File: src/rtl/sprite_pkg.sv
package sprite_pkg;

    typedef struct packed {
        logic red;
        logic green;
        logic blue;
    } rgb_t;

    // Border frame plus a descending diagonal at column 2*row.
    function automatic logic [63:0] glyph_row(input int row, input int wid, input int hgt);
        logic [63:0] word;
        word = '0;
        for (int c = 0; c < wid; c++) begin
            if (row == 0 || row == hgt - 1 || c == 0 || c == wid - 1 || c == 2 * row)
                word[c] = 1'b1;
        end
        return word;
    endfunction

endpackage

File: src/rtl/sprite_rom.sv
module sprite_rom #(
    parameter int SPR_W = 32,
    parameter int SPR_H = 16,
    localparam int ADDR_W = $clog2(SPR_H)
) (
    input  logic [ADDR_W-1:0] addr,
    output logic [SPR_W-1:0]  word
);
    logic [SPR_W-1:0] table_q [SPR_H];

    for (genvar g = 0; g < SPR_H; g++) begin : g_row
        localparam logic [63:0] ROW_BITS = sprite_pkg::glyph_row(g, SPR_W, SPR_H);
        assign table_q[g] = ROW_BITS[SPR_W-1:0];
    end

    assign word = table_q[addr];
endmodule

File: src/rtl/sprite_window.sv
module sprite_window #(
    parameter int CNT_W = 11,
    parameter int SPR_W = 32,
    parameter int SPR_H = 16,
    localparam int PW     = CNT_W + 1,
    localparam int IDX_W  = $clog2(SPR_W),
    localparam int ADDR_W = $clog2(SPR_H)
) (
    input  logic [CNT_W-1:0]  hc,
    input  logic [CNT_W-1:0]  vc,
    input  logic [PW-1:0]     col_org,
    input  logic [PW-1:0]     row_org,
    output logic              active,
    output logic [ADDR_W-1:0] row_addr,
    output logic [IDX_W-1:0]  bit_idx
);
    logic [PW-1:0] hx, vx;
    logic          in_x, in_y;

    always_comb begin
        hx       = {1'b0, hc};
        vx       = {1'b0, vc};
        in_x     = (hx >= col_org) && (hx < col_org + PW'(SPR_W));
        in_y     = (vx >= row_org) && (vx < row_org + PW'(SPR_H));
        active   = in_x && in_y;
        bit_idx  = IDX_W'(hx - col_org);
        row_addr = ADDR_W'(vx - row_org);
    end
endmodule

File: src/rtl/sprite_overlay.sv
module sprite_overlay #(
    parameter int CNT_W   = 11,
    parameter int H_START = 144,
    parameter int V_START = 31,
    parameter int SPR_W   = 32,
    parameter int SPR_H   = 16
) (
    input  logic             clk,
    input  logic             rst_n,
    input  logic [CNT_W-1:0] hcount,
    input  logic [CNT_W-1:0] vcount,
    input  logic             video_en,
    input  logic [7:0]       sw,
    output logic             red,
    output logic             green,
    output logic             blue
);
    import sprite_pkg::*;

    localparam int PW     = CNT_W + 1;
    localparam int IDX_W  = $clog2(SPR_W);
    localparam int ADDR_W = $clog2(SPR_H);

    logic [PW-1:0]     col_org, row_org;
    logic              active;
    logic [ADDR_W-1:0] row_addr;
    logic [IDX_W-1:0]  bit_idx;
    logic [SPR_W-1:0]  row_word;
    rgb_t              colour;
    rgb_t              rgb_d, rgb_q;

    // Origin is quantised to the sprite size so the window stays on screen.
    always_comb begin
        col_org = PW'(H_START) + PW'(sw[3:0]) * PW'(SPR_W);
        row_org = PW'(V_START) + PW'(sw[7:4]) * PW'(SPR_H);
    end

    sprite_window #(.CNT_W(CNT_W), .SPR_W(SPR_W), .SPR_H(SPR_H)) u_win (
        .hc       (hcount),
        .vc       (vcount),
        .col_org  (col_org),
        .row_org  (row_org),
        .active   (active),
        .row_addr (row_addr),
        .bit_idx  (bit_idx)
    );

    sprite_rom #(.SPR_W(SPR_W), .SPR_H(SPR_H)) u_rom (
        .addr (row_addr),
        .word (row_word)
    );

    always_comb begin
        if (sw[7:5] == 3'b000) colour = '{red: 1'b1, green: 1'b1, blue: 1'b1};
        else                   colour = '{red: sw[7], green: sw[6], blue: sw[5]};
        rgb_d = '0;
        if (video_en && active && row_word[bit_idx])
            rgb_d = colour;
    end

    always_ff @(posedge clk) begin
        if (!rst_n) rgb_q <= '0;
        else        rgb_q <= rgb_d;
    end

    assign red   = rgb_q.red;
    assign green = rgb_q.green;
    assign blue  = rgb_q.blue;
endmodule

File: config.mk
export PLATFORM = sky130hd
export DESIGN_NAME = sprite_overlay
export DESIGN_NICKNAME = d
export VERILOG_FILES = /design/src/rtl/sprite_pkg.sv /design/src/rtl/sprite_rom.sv /design/src/rtl/sprite_window.sv /design/src/rtl/sprite_overlay.sv
export SDC_FILE = /design/constraint.sdc
export NUM_CORES = 1
export LEC_CHECK = 0
export ABC_AREA = 1
export ABC_CLOCK_PERIOD_IN_PS = 4600
export BUFFER_PORTS_ARGS = -buffer_cell sky130_fd_sc_hd__buf_4
export CORE_UTILIZATION = 45
export DETAILED_ROUTE_END_ITERATION = 12
export PLACE_DENSITY = 0.72
export SLEW_MARGIN = 20
export SYNTH_ARGS = -nofsm -noshare
export SYNTH_HDL_FRONTEND = slang
export SYNTH_SLANG_ARGS = --single-unit
export TNS_END_PERCENT = 100
File: constraint.sdc
create_clock -name clk -period 4.6 [get_ports clk]
set_input_delay 0.23 -clock clk [delete_from_list [all_inputs] [get_ports clk]]
set_output_delay 0.23 -clock clk [all_outputs]
set_load 0.02 [all_outputs]
## After elaboration in Yosys (flattened, before gate mapping)

Memories as Yosys holds them, arrays and structs flattened.
Index checks and enable logic that the tools add are counted.

| word-level totals | value |
|---|---|
| register bits | 3 |
| ROM bits | 512 |
| input port bits | 33 |
| output and inout bits | 3 |
| word-level logic and storage cells | 29 |
| memories | 1 |

Memory list:

| name | depth | width | read ports | clocked after memory_dff | wr ports | RTL line | source |
|---|---|---|---|---|---|---|---|
| (name not given) | 16 | 32 | 1 | 0 | 0 | sprite_rom.sv:16 | `assign word = table_q[addr];` |

| operators by class | value |
|---|---|
| add/sub/neg operators | 6 |
| magnitude comparators | 6 |
| muxes and demuxes | 5 |
| bitwise gates (word level) | 1 |
| reduce and logical (&&, ||, !) cells | 7 |

Operator list:

| cell | count |
|---|---|
| $mux 32 | 2 |
| $add 10x6->11 const B | 1 |
| $ge 11x10->1 | 1 |
| $ge 11x9->1 | 1 |
| $lt 11x10->1 | 1 |
| $lt 11x11->1 | 1 |
| $add 8x9->10 const A | 1 |
| $add 9x5->10 const B | 1 |
| $add 5x8->9 const A | 1 |
| $lt 5x6->1 const B | 1 |
| $bmux 1 s5 | 1 |
| $ge 5x5->1 const B | 1 |
| $logic_and 1x1->1 | 5 |
| $not 4->5 | 1 |
| $sub 5x5->5 | 1 |
| $sub 4x4->4 | 1 |
| $logic_not 3->1 | 1 |
| $mux 3 | 1 |
| $reduce_and 2->1 | 1 |
| $mux 1 | 1 |

## Longest topological paths before layout

Gate-level depths: netlist of the first run.

| logic depth | value |
|---|---|
| word-level depth | 10 |
| mapped depth | 16 |

## Cells and area by module

Synthesis of the first run repeated with hierarchy kept, for this count alone.

| unflattened totals | value |
|---|---|
| cells, all modules | 362 |
| area total of the unflattened synthesis | 2239.6 um^2 |

Modules (own cells, without submodules):

| module | times used | cells an instance | area an instance (um^2) |
|---|---|---|---|
| sprite_window | 1 | 196 | 1286.2 |
| sprite_overlay | 1 | 99 | 561.8 |
| sprite_rom | 1 | 67 | 391.6 |

## Least setup slack after synthesis of the first run

OpenSTA, ideal clock, no wires.

| timing | value |
|---|---|
| kind | input port to flip-flop |
| start point | input sw[4] |
| end point | register rgb_q (netlist bit blue) |
| setup time | 0.064 ns |
| arrival | 1.739 ns |
| data required time | 4.536 ns |
| slack | 2.797 ns |
| stages on the path | 15 |
| cells stage by stage | ha_1 xnor2_1 ha_1 nand2_1 nor3_1 nand2_1 nand3_1 nand2_1 nand2_1 nand2_1 nor2_1 nand2_1 nor2_1 nand3_2 nor2_1 |

| between the ends | value |
|---|---|
| longest elaborated chain between the ends | 8 |

RTL lines:

| element | RTL line | source |
|---|---|---|
| start, declared | sprite_overlay.sv:13 | `input logic [7:0] sw,` |
| $add 5x8->9 (*) | sprite_overlay.sv:35 | `row_org = PW'(V_START) + PW'(sw[7:4]) * PW'(SPR_H);` |
| $add 9x5->10 | sprite_window.sv:24 | `in_y = (vx >= row_org) && (vx < row_org + PW'(SPR_H));` |
| $lt 11x10->1 | sprite_window.sv:24 |  |
| $logic_and 1x1->1 (*) | sprite_window.sv:24 |  |
| $logic_and 1x1->1 (*) | sprite_window.sv:25 | `active = in_x && in_y;` |
| $logic_and 1x1->1 (*) (2 in series) | sprite_overlay.sv:57 | `if (video_en && active && row_word[bit_idx])` |
| $reduce_and 2->1 (no source line) (*) | n/a |  |
| end signal, assigned | sprite_overlay.sv:63 | `else rgb_q <= rgb_d;` |
| end, declared | sprite_overlay.sv:30 | `rgb_t rgb_d, rgb_q;` |

Mark *: on every way between the ends. The rest lies on a longest branch, timed or not.
A chain may end at the register's enable or synchronous reset.

## Worst setup path in the final report of the first run

| timing | value |
|---|---|
| start point | input sw[4] |
| end point | register rgb_q (netlist bit green) |

The elaborated chain is that of the path after synthesis.

==> results.sh, run 1 <==
export IMPL_status="finished clean"
export IMPL_crit_end="green"
export IMPL_slowest_delay_ps=320
export IMPL_slowest_stage="xnor2_1"
export IMPL_use_met1_pct=25.9
export IMPL_start_kind="input pin"
export IMPL_ir_drop_v=0.000165
export IMPL_antenna_found_initial=0
export IMPL_cts_max_level=1
export IMPL_syn_to_final_growth_pct=23.7
export IMPL_setup_tns_final_ps=0
export IMPL_grt_overflow=0
export IMPL_track_usage_pct=18.0
export IMPL_viasPerCell=4.92
export IMPL_synth_seq_cells=3
export IMPL_io_pin_count=36
export IMPL_rsz0062_at_grt="no"
export IMPL_die_w_um=56.4
export IMPL_critical_path_cell_chain="buf_4, ha_1, xnor2_1, ha_1, nand2_1, nor3_1, nand2_1, nand3_1, nand2_1, nand2_1, nand2_1, nor2_1, nand2_1, nor2_1, nand3_2, nor2_1"
export IMPL_seq_area_frac_synth_pct=4.52
export IMPL_finalNetCount=322
export IMPL_syn_cell_area_um2=1330
export IMPL_slew_violations=0
export IMPL_worst_path_most_repeated_cell="nand2_1"
export IMPL_fin_util_pct=59.2
export IMPL_grt_pass1_vias=1207
export IMPL_holdPathStages=3
export IMPL_dieArea_um2=3180
export IMPL_crit_start="sw[4]"
export IMPL_avgRoutedWirePerCell_um=9.63
export IMPL_p_leak_nw=0.952
export IMPL_setup_viol=0
export IMPL_start_util_pct=47.8
export IMPL_synth_nets=284
export IMPL_place_gp_congestion=0.867
export IMPL_drc=0
export IMPL_grt_busiest_layer="met2"
export IMPL_synthTopCellsByArea="ha_1, nand2_1, inv_1"
export IMPL_met3_usage_pct=0.922
export IMPL_timing_fmax_mhz=526
export IMPL_coreArea_um2=2780
export IMPL_num_vias=1418
export IMPL_worstPathArrival_ps=2070
export IMPL_die_y_um=56.4
export IMPL_drive_gt1_share_pct=19.8
export IMPL_dr_pass1_iters=4
export IMPL_cts_tree="done"
export IMPL_syn_area_per_cell_um2=6.05
export IMPL_cts_buffers=3
export IMPL_synth_warnings=0
export IMPL_path_max_fanout=8
export IMPL_antenna_left=0
export IMPL_cts_sinks=3
export IMPL_final_hold_viol_count=0
export IMPL_period_share_pct=41.3
export IMPL_cts_resized_gates=0
export IMPL_yosys_area_top_type="ha_1"
export IMPL_postCtsSetupBuffers=0
export IMPL_cts_root_buf="clkbuf_4"
export IMPL_first_iter_violations=39
export IMPL_num_rows=19
export IMPL_grt_max_degree=10
export IMPL_hold_class="input pin to flop"
export IMPL_power_density_nw_per_um2=127
export IMPL_clk_transition_reported_paths_ps=40
export IMPL_cp_end_kind="flop"
export IMPL_yosys_area_top_type_share_pct=29.2
export IMPL_grt_pass1_wl_um=4850
export IMPL_io_buffers=35
export IMPL_fillers=288
export IMPL_critPathKind="input pin to flop"
export IMPL_max_cap_violations=0
export IMPL_cts_hold_buf=0
export IMPL_globalRouteMet2Util_pct=30.6
export IMPL_postSynthCellCount=220
export IMPL_crit_required_ps=4770
export IMPL_min_period_ps=1900
export IMPL_dpl_hpwl_um=2370
export IMPL_wirelength_um=2770
export IMPL_antenna_cells=0
export IMPL_max_clock_path_buffers=2
export IMPL_yosysUniqueCellTypes=26
[critical path, delay by kind of cell]
family | cells | cell delay [ps]
adder cells (fa/ha/maj) | 2 | 440
AND/OR/NAND/NOR | 12 | 920
XOR/XNOR | 1 | 320
buffers and inverters | 1 | 140
[worst min path at each step]
stage	slack [ps]	endpoint	startpoint
finish	270	red	sw[7]
detailed placement	510	red	sw[7]
global placement	510	red	sw[7]
global route	300	blue	sw[5]
CTS	280	red	sw[7]
floorplan	360	blue	sw[5]
[flip-flops by register name, indices dropped and copies added, names as in the netlist]
register / cells
blue: 1
green: 1
red: 1
[layout by cell type (no fill, tap or decap), types with 2 or more instances in the layout]
| cell | count |
|---|---|
| inv_1 | 32 |
| nand4_1 | 5 |
| nand3_1 | 15 |
| nor2_1 | 16 |
| clkbuf_4 | 3 |
| ha_1 | 31 |
| nor2_4 | 2 |
| nand3_2 | 3 |
| nand2_1 | 62 |
| dfxtp_1 | 3 |
| nand2_2 | 5 |
| xnor2_1 | 2 |
| a21oi_1 | 15 |
| buf_4 | 35 |
| nor3_1 | 6 |
| nand3b_1 | 3 |
| xor2_1 | 5 |
| o21ai_0 | 5 |
[logic make-up (layout without fill, tap and decap cells)]
logic type               Yosys count  count (layout)  share of synthesized area, %
other                              1               1                         0.282
AO/OA/AOI/OAI                     24              24                          9.88
buffers and inverters             35              72                          10.3
flip-flops                         3               3                          4.52
XOR/XNOR                           7               7                          4.61
AND/OR/NAND/NOR                  119             119                          41.2
adder cells (fa/ha/maj)           31              31                          29.2
[cell usage after synthesis (all sizes together)]
cell type	instances
conb	1
ha	31
o31ai	1
nand2	67
o21bai	1
nand3	18
a21boi	1
xnor2	2
nand3b	3
xor2	5
nor2	18
o21ai	6
clkinv	1
a21oi	15
dfxtp	3
nand4	5
inv	32
buf	2
nor3	6
or2	1
and2	1
[final cells by class]
type / count / area (um^2) / area share, %
inverters: 33 / 125 / 7.60
clock buffers: 4 / 26.3 / 1.60
multi-input cells: 182 / 1130 / 68.8
repair buffers: 35 / 263 / 16.0
well taps: 31 / 38.8 / 2.36
flip-flops and latches: 3 / 60.1 / 3.65
[stage by stage]
| step | std cells | area [um^2] | setup slack (ps) | power (mW) | hold slack, ps |
|---|---|---|---|---|---|
| floorplan | 220 | 1330 | 2800 | 0.116 | 362 |
| global placement | 284 | 1620 | 2540 | 0.163 | 507 |
| detailed placement | 284 | 1620 | 2460 | 0.164 | 512 |
| CTS | 288 | 1650 | 2680 | 0.211 | 275 |
| global route | 288 | 1650 | 2450 | 0.234 | 297 |
| finish | 288 | 1650 | 2700 | 0.209 | 273 |
[metal layers]
layer | part of all wire [%] | vias up
met3 | 3.7 | 2
met4 | 0.47 | 0
met2 | 44 | 31
met1 | 51 | 598
met5 | 0 | -
li1 | - | 787
[report_power, final]
part	leakage (nW)	internal, mW	switching, mW
registers	0.0242	0.0264	0.0000413
logic	0.913	0.0618	0.0744
clock network	0.0150	0.0326	0.0143
Note: power is estimated with default switching activity, not from simulation.
==> run 2, diff against run 1 <==
--- a/config.mk
+++ b/config.mk
@@ -6,11 +6,11 @@
 export NUM_CORES = 1
 export LEC_CHECK = 0
 export ABC_AREA = 1
-export ABC_CLOCK_PERIOD_IN_PS = 4600
+export ABC_CLOCK_PERIOD_IN_PS = 1600
 export BUFFER_PORTS_ARGS = -buffer_cell sky130_fd_sc_hd__buf_4
 export CORE_UTILIZATION = 45
 export DETAILED_ROUTE_END_ITERATION = 12
-export PLACE_DENSITY = 0.72
+export PLACE_DENSITY = 0.75
 export SLEW_MARGIN = 20
 export SYNTH_ARGS = -nofsm -noshare
 export SYNTH_HDL_FRONTEND = slang
==> constraint.sdc (replaced) <==
create_clock -name clk -period 1.6 [get_ports clk]
set_input_delay 0.08 -clock clk [delete_from_list [all_inputs] [get_ports clk]]
set_output_delay 0.08 -clock clk [all_outputs]
set_load 0.02 [all_outputs]
==> results.sh, run 2 (synthesis gave the netlist of run 1 again) <==
export IMPL_power_density_nw_per_um2=366
export IMPL_grt_pass1_vias=1417
export IMPL_crit_required_ps=1720
export IMPL_period_share_pct=94.7
export IMPL_avgRoutedWirePerCell_um=10.2
export IMPL_syn_to_final_growth_pct=42.3
export IMPL_antenna_left=0
export IMPL_cts_buffers=3
export IMPL_layout_commonest_cell="nand2_1"
export IMPL_io_buffers=35
export IMPL_max_clock_path_buffers=2
export IMPL_start_util_pct=47.8
export IMPL_clk_transition_reported_paths_ps=40
export IMPL_num_rows=19
export IMPL_cts_max_level=1
export IMPL_cts_tree="done"
export IMPL_antenna_found_initial=0
export IMPL_dieArea_um2=3180
export IMPL_max_cap_violations=0
export IMPL_cts_sinks=3
export IMPL_fin_util_pct=68.1
export IMPL_final_cell_mix="nand2_1, buf_4, inv_1"
export IMPL_coreArea_um2=2780
export IMPL_setup_tns_final_ps=0
export IMPL_place_gp_congestion=0.864
export IMPL_num_vias=1521
export IMPL_p_leak_nw=1.05
export IMPL_die_y_um=56.4
export IMPL_critPathKind="input pin to flop"
export IMPL_place_area_um2=1760
export IMPL_min_period_ps=1520
export IMPL_dr_pass1_iters=4
export IMPL_grt_max_degree=10
export IMPL_dpl_hpwl_um=2540
export IMPL_io_pin_count=36
export IMPL_worst_slack_ps=84.7
export IMPL_final_area_um2=1890
export IMPL_finalNonFillerCells=306
export IMPL_grt_pass1_wl_um=5510
export IMPL_dp_cells=301
export IMPL_dpl_worst_slack_ps=-275
export IMPL_antenna_cells=0
export IMPL_whs_ps=109
export IMPL_final_hold_viol_count=0
export IMPL_critical_path_cell_chain="buf_8, ha_4, xnor2_4, buf_4, nor3_2, xor2_1, ha_1, nand2_1, o21ai_0, nand3b_1, nand3_2, nor2_1"
export IMPL_drive_gt1_share_pct=29.1
export IMPL_timing_fmax_mhz=660
export IMPL_ir_drop_v=0.000416
export IMPL_first_iter_violations=46
export IMPL_viasPerCell=4.97
export IMPL_worstPathArrival_ps=1640
export IMPL_grt_overflow=0
export IMPL_wirelength_um=3110
export IMPL_slowest_stage="ha_1"
export IMPL_finalPower_mw=0.693
export IMPL_cp_end_kind="flop"
export IMPL_die_w_um=56.4
export IMPL_slew_violations=0
export IMPL_setup_viol=0
export IMPL_slowest_delay_ps=270
export IMPL_finalNetCount=340
export IMPL_drc=0
export IMPL_hold_class="input pin to flop"
export IMPL_path_max_fanout=3
export IMPL_rsz0062_at_grt="yes"
export IMPL_start_kind="input pin"
export IMPL_track_usage_pct=21.0
export IMPL_cts_root_buf="clkbuf_4"
export IMPL_status="finished clean"
-- run 2: routing by layer --
| layer | share of wire (%) | global-route usage, % | up-vias | wire length (um) |
|---|---|---|---|---|
| met5 | 0 | 0 | - | 0 |
| met4 | 1.5 | 5.23 | 0 | 46 |
| met3 | 2.7 | 0.922 | 6 | 85 |
| met2 | 50 | 39.6 | 33 | 1560 |
| met1 | 46 | 25.8 | 663 | 1420 |
| li1 | - | - | 819 | - |
-- run 2: repair_timing --
item	CTS	global route
resized for setup	8	8
pin swaps	10	7
hold buffers	0	0
buffers inserted	1	0
endpoints found under the setup margin	3	3
-- run 2: worst paths after layout --
path | depth (start not counted) | slack [ps] | to | start
hold / removal | 3 | 110 | red | sw[7]
setup / recovery | 12 | 80 | green | sw[5]
-- run 2: final cells by class --
type                    instances  area (um^2)
repair buffers                 53          413
flip-flops and latches          3         60.1
well taps                      31         38.8
clock buffers                   4         26.3
inverters                      33          125
multi-input cells             182         1230
fillers                       287          888
-- run 2: critical path: cells and delay by family --
family | cells | cell delay (ps)
AOI/OAI and AO/OA | 1 | 180
xor gates and xnor gates | 2 | 330
adders and majority gates | 2 | 440
buffers and inverters | 2 | 260
and+or+nand+nor | 5 | 340
-- run 2: power breakdown --
group | internal [mW] | switching, mW
Combinational | 0.239 | 0.241
Clock | 0.0937 | 0.0430
Sequential | 0.0757 | 0.000119
==> run 3, diff against run 2 <==
--- a/config.mk
+++ b/config.mk
@@ -6,7 +6,7 @@
 export NUM_CORES = 1
 export LEC_CHECK = 0
 export ABC_AREA = 1
-export ABC_CLOCK_PERIOD_IN_PS = 1600
+export ABC_CLOCK_PERIOD_IN_PS = 1290
 export BUFFER_PORTS_ARGS = -buffer_cell sky130_fd_sc_hd__buf_4
 export CORE_UTILIZATION = 45
 export DETAILED_ROUTE_END_ITERATION = 12
==> constraint.sdc (replaced) <==
create_clock -name clk -period 1.29 [get_ports clk]
set_input_delay 0.0645 -clock clk [delete_from_list [all_inputs] [get_ports clk]]
set_output_delay 0.0645 -clock clk [all_outputs]
set_load 0.02 [all_outputs]
==> results.sh, run 3 (synthesis gave the netlist of run 1 again) <==
export IMPL_io_buffers=35
export IMPL_coreArea_um2=2780
export IMPL_antenna_cells=0
export IMPL_seq_power_share_pct=10.2
export IMPL_place_gp_congestion=0.850
export IMPL_slew_violations=0
export IMPL_p_leak_nw=1.13
export IMPL_crit_required_ps=1460
export IMPL_grt_max_degree=10
export IMPL_critPathKind="input pin to flop"
export IMPL_num_rows=19
export IMPL_fillers=250
export IMPL_max_cap_violations=0
export IMPL_num_vias=1631
export IMPL_worst_slack_ps=-192
export IMPL_regArea_um2=60.1
export IMPL_grt_pass1_vias=1502
export IMPL_postCtsSetupBuffers=0
export IMPL_fin_util_pct=73.0
export IMPL_cts_root_buf="clkbuf_4"
export IMPL_multiInputGateArea_um2=1240
export IMPL_rsz0062_at_grt="yes"
export IMPL_hold_path_end="red"
export IMPL_timing_fmax_mhz=675
export IMPL_hold_class="input pin to flop"
export IMPL_cts_tree="done"
export IMPL_finalNetCount=357
export IMPL_p_clk_share_pct=19.0
export IMPL_max_clock_path_buffers=2
export IMPL_ir_drop_v=0.000449
export IMPL_dpl_hpwl_um=2790
export IMPL_period_share_pct=115
export IMPL_grt_overflow=0
export IMPL_hp_start="sw[7]"
export IMPL_setup_viol=3
export IMPL_dr_pass1_iters=4
export IMPL_die_y_um=56.4
export IMPL_cts_sinks=3
export IMPL_start_kind="input pin"
export IMPL_layout_commonest_cell="buf_4"
export IMPL_grt_pass1_wl_um=5650
export IMPL_track_usage_pct=21.7
export IMPL_p_sw_mw=0.380
export IMPL_die_w_um=56.4
export IMPL_antenna_found_initial=0
export IMPL_antenna_left=0
export IMPL_drive_gt1_share_pct=34.6
export IMPL_avgRoutedWirePerCell_um=10.3
export IMPL_status="complete, but fails checks"
export IMPL_io_pin_count=36
export IMPL_worstPathArrival_ps=1660
export IMPL_start_util_pct=47.8
export IMPL_syn_to_final_growth_pct=52.6
export IMPL_final_hold_viol_count=0
export IMPL_combPwrFrac_pct=70.9
export IMPL_clk_transition_reported_paths_ps=40
export IMPL_violations="negative setup slack"
export IMPL_cts_buffers=3
export IMPL_min_period_ps=1480
export IMPL_holdPathStages=4
export IMPL_wirelength_um=3320
export IMPL_dieArea_um2=3180
export IMPL_path_max_fanout=3
export IMPL_drc=0
export IMPL_finalPower_mw=0.926
export IMPL_cp_end_kind="flop"
export IMPL_cts_hold_buf=0
export IMPL_final_cell_mix="buf_4, nand2_1, inv_1"
export IMPL_first_iter_violations=69
export IMPL_power_density_nw_per_um2=456
export IMPL_viasPerCell=5.05
export IMPL_cts_max_level=1
export IMPL_switching_share_pct=41.0
export IMPL_p_int_mw=0.546
==> run 3: how the worst max path moves through the flow <==
stage / from / endpoint / cells past startpoint
final: sw[5] / green / 12
after global routing: sw[5] / red / 16
after CTS: sw[5] / green / 15
after detailed placement: sw[4] / blue / 16
after global placement: sw[4] / blue / 16
after floorplan: sw[4] / blue / 15
==> run 3: what timing repair did <==
item	4_1_cts	5_1_grt
gates resized for setup	11	3
gates cloned	0	0
setup endpoints to repair	3	3
pin swaps	14	3
==> run 3: cell type report <==
cell class | count | share of cell area, %
Timing Repair Buffer | 70 | 26.4
Tap cell | 31 | 1.91
Clock buffer | 4 | 1.29
Sequential cell | 3 | 2.96
Inverter | 33 | 6.17
Multi-Input combinational cell | 182 | 61.2
==> run 3: stage by stage <==
step	instance area [um^2]	hold WS (ps)	worst slack, ps	std cells	setup TNS (ps)
after floorplan	1390	182	-288	220	-835
after global placement	1940	424	-490	319	-1450
after detailed placement	1940	423	-545	319	-1620
after CTS	2010	171	-203	323	-558
after global routing	2030	213	-319	323	-951
final	2030	172	-192	323	-555
==> run 3: worst max-delay path, cell delays in order <==
cell and delay (ps):
buf_8 110, ha_4 170, xnor2_4 170, buf_4 160, nor2_2 40, a21boi_0 160
ha_1 270, a21oi_1 120, o21ai_0 90, nand3b_1 100, nand3_2 90, nor2_1 90
==> run 3: power by group through the flow <==
| stage | clock [mW] | combinational [mW] | sequential [mW] |
|---|---|---|---|
| after global routing | 0.175 | 0.743 | 0.0941 |
| after global placement | 0 | 0.594 | 0.0956 |
| after floorplan | 0 | 0.336 | 0.0965 |
| after CTS | 0.177 | 0.641 | 0.0941 |
| final | 0.176 | 0.656 | 0.0940 |
| after detailed placement | 0 | 0.609 | 0.0956 |
==> run 3: per-layer routing <==
| layer | vias to the layer above | GRT usage [%] | share of wire [%] |
|---|---|---|---|
| met5 | - | 0 | 0 |
| met4 | 0 | 7.67 | 0.96 |
| met3 | 4 | 1.84 | 3.9 |
| met2 | 45 | 42.2 | 53 |
| met1 | 720 | 24.3 | 42 |
| li1 | 862 | - | - |
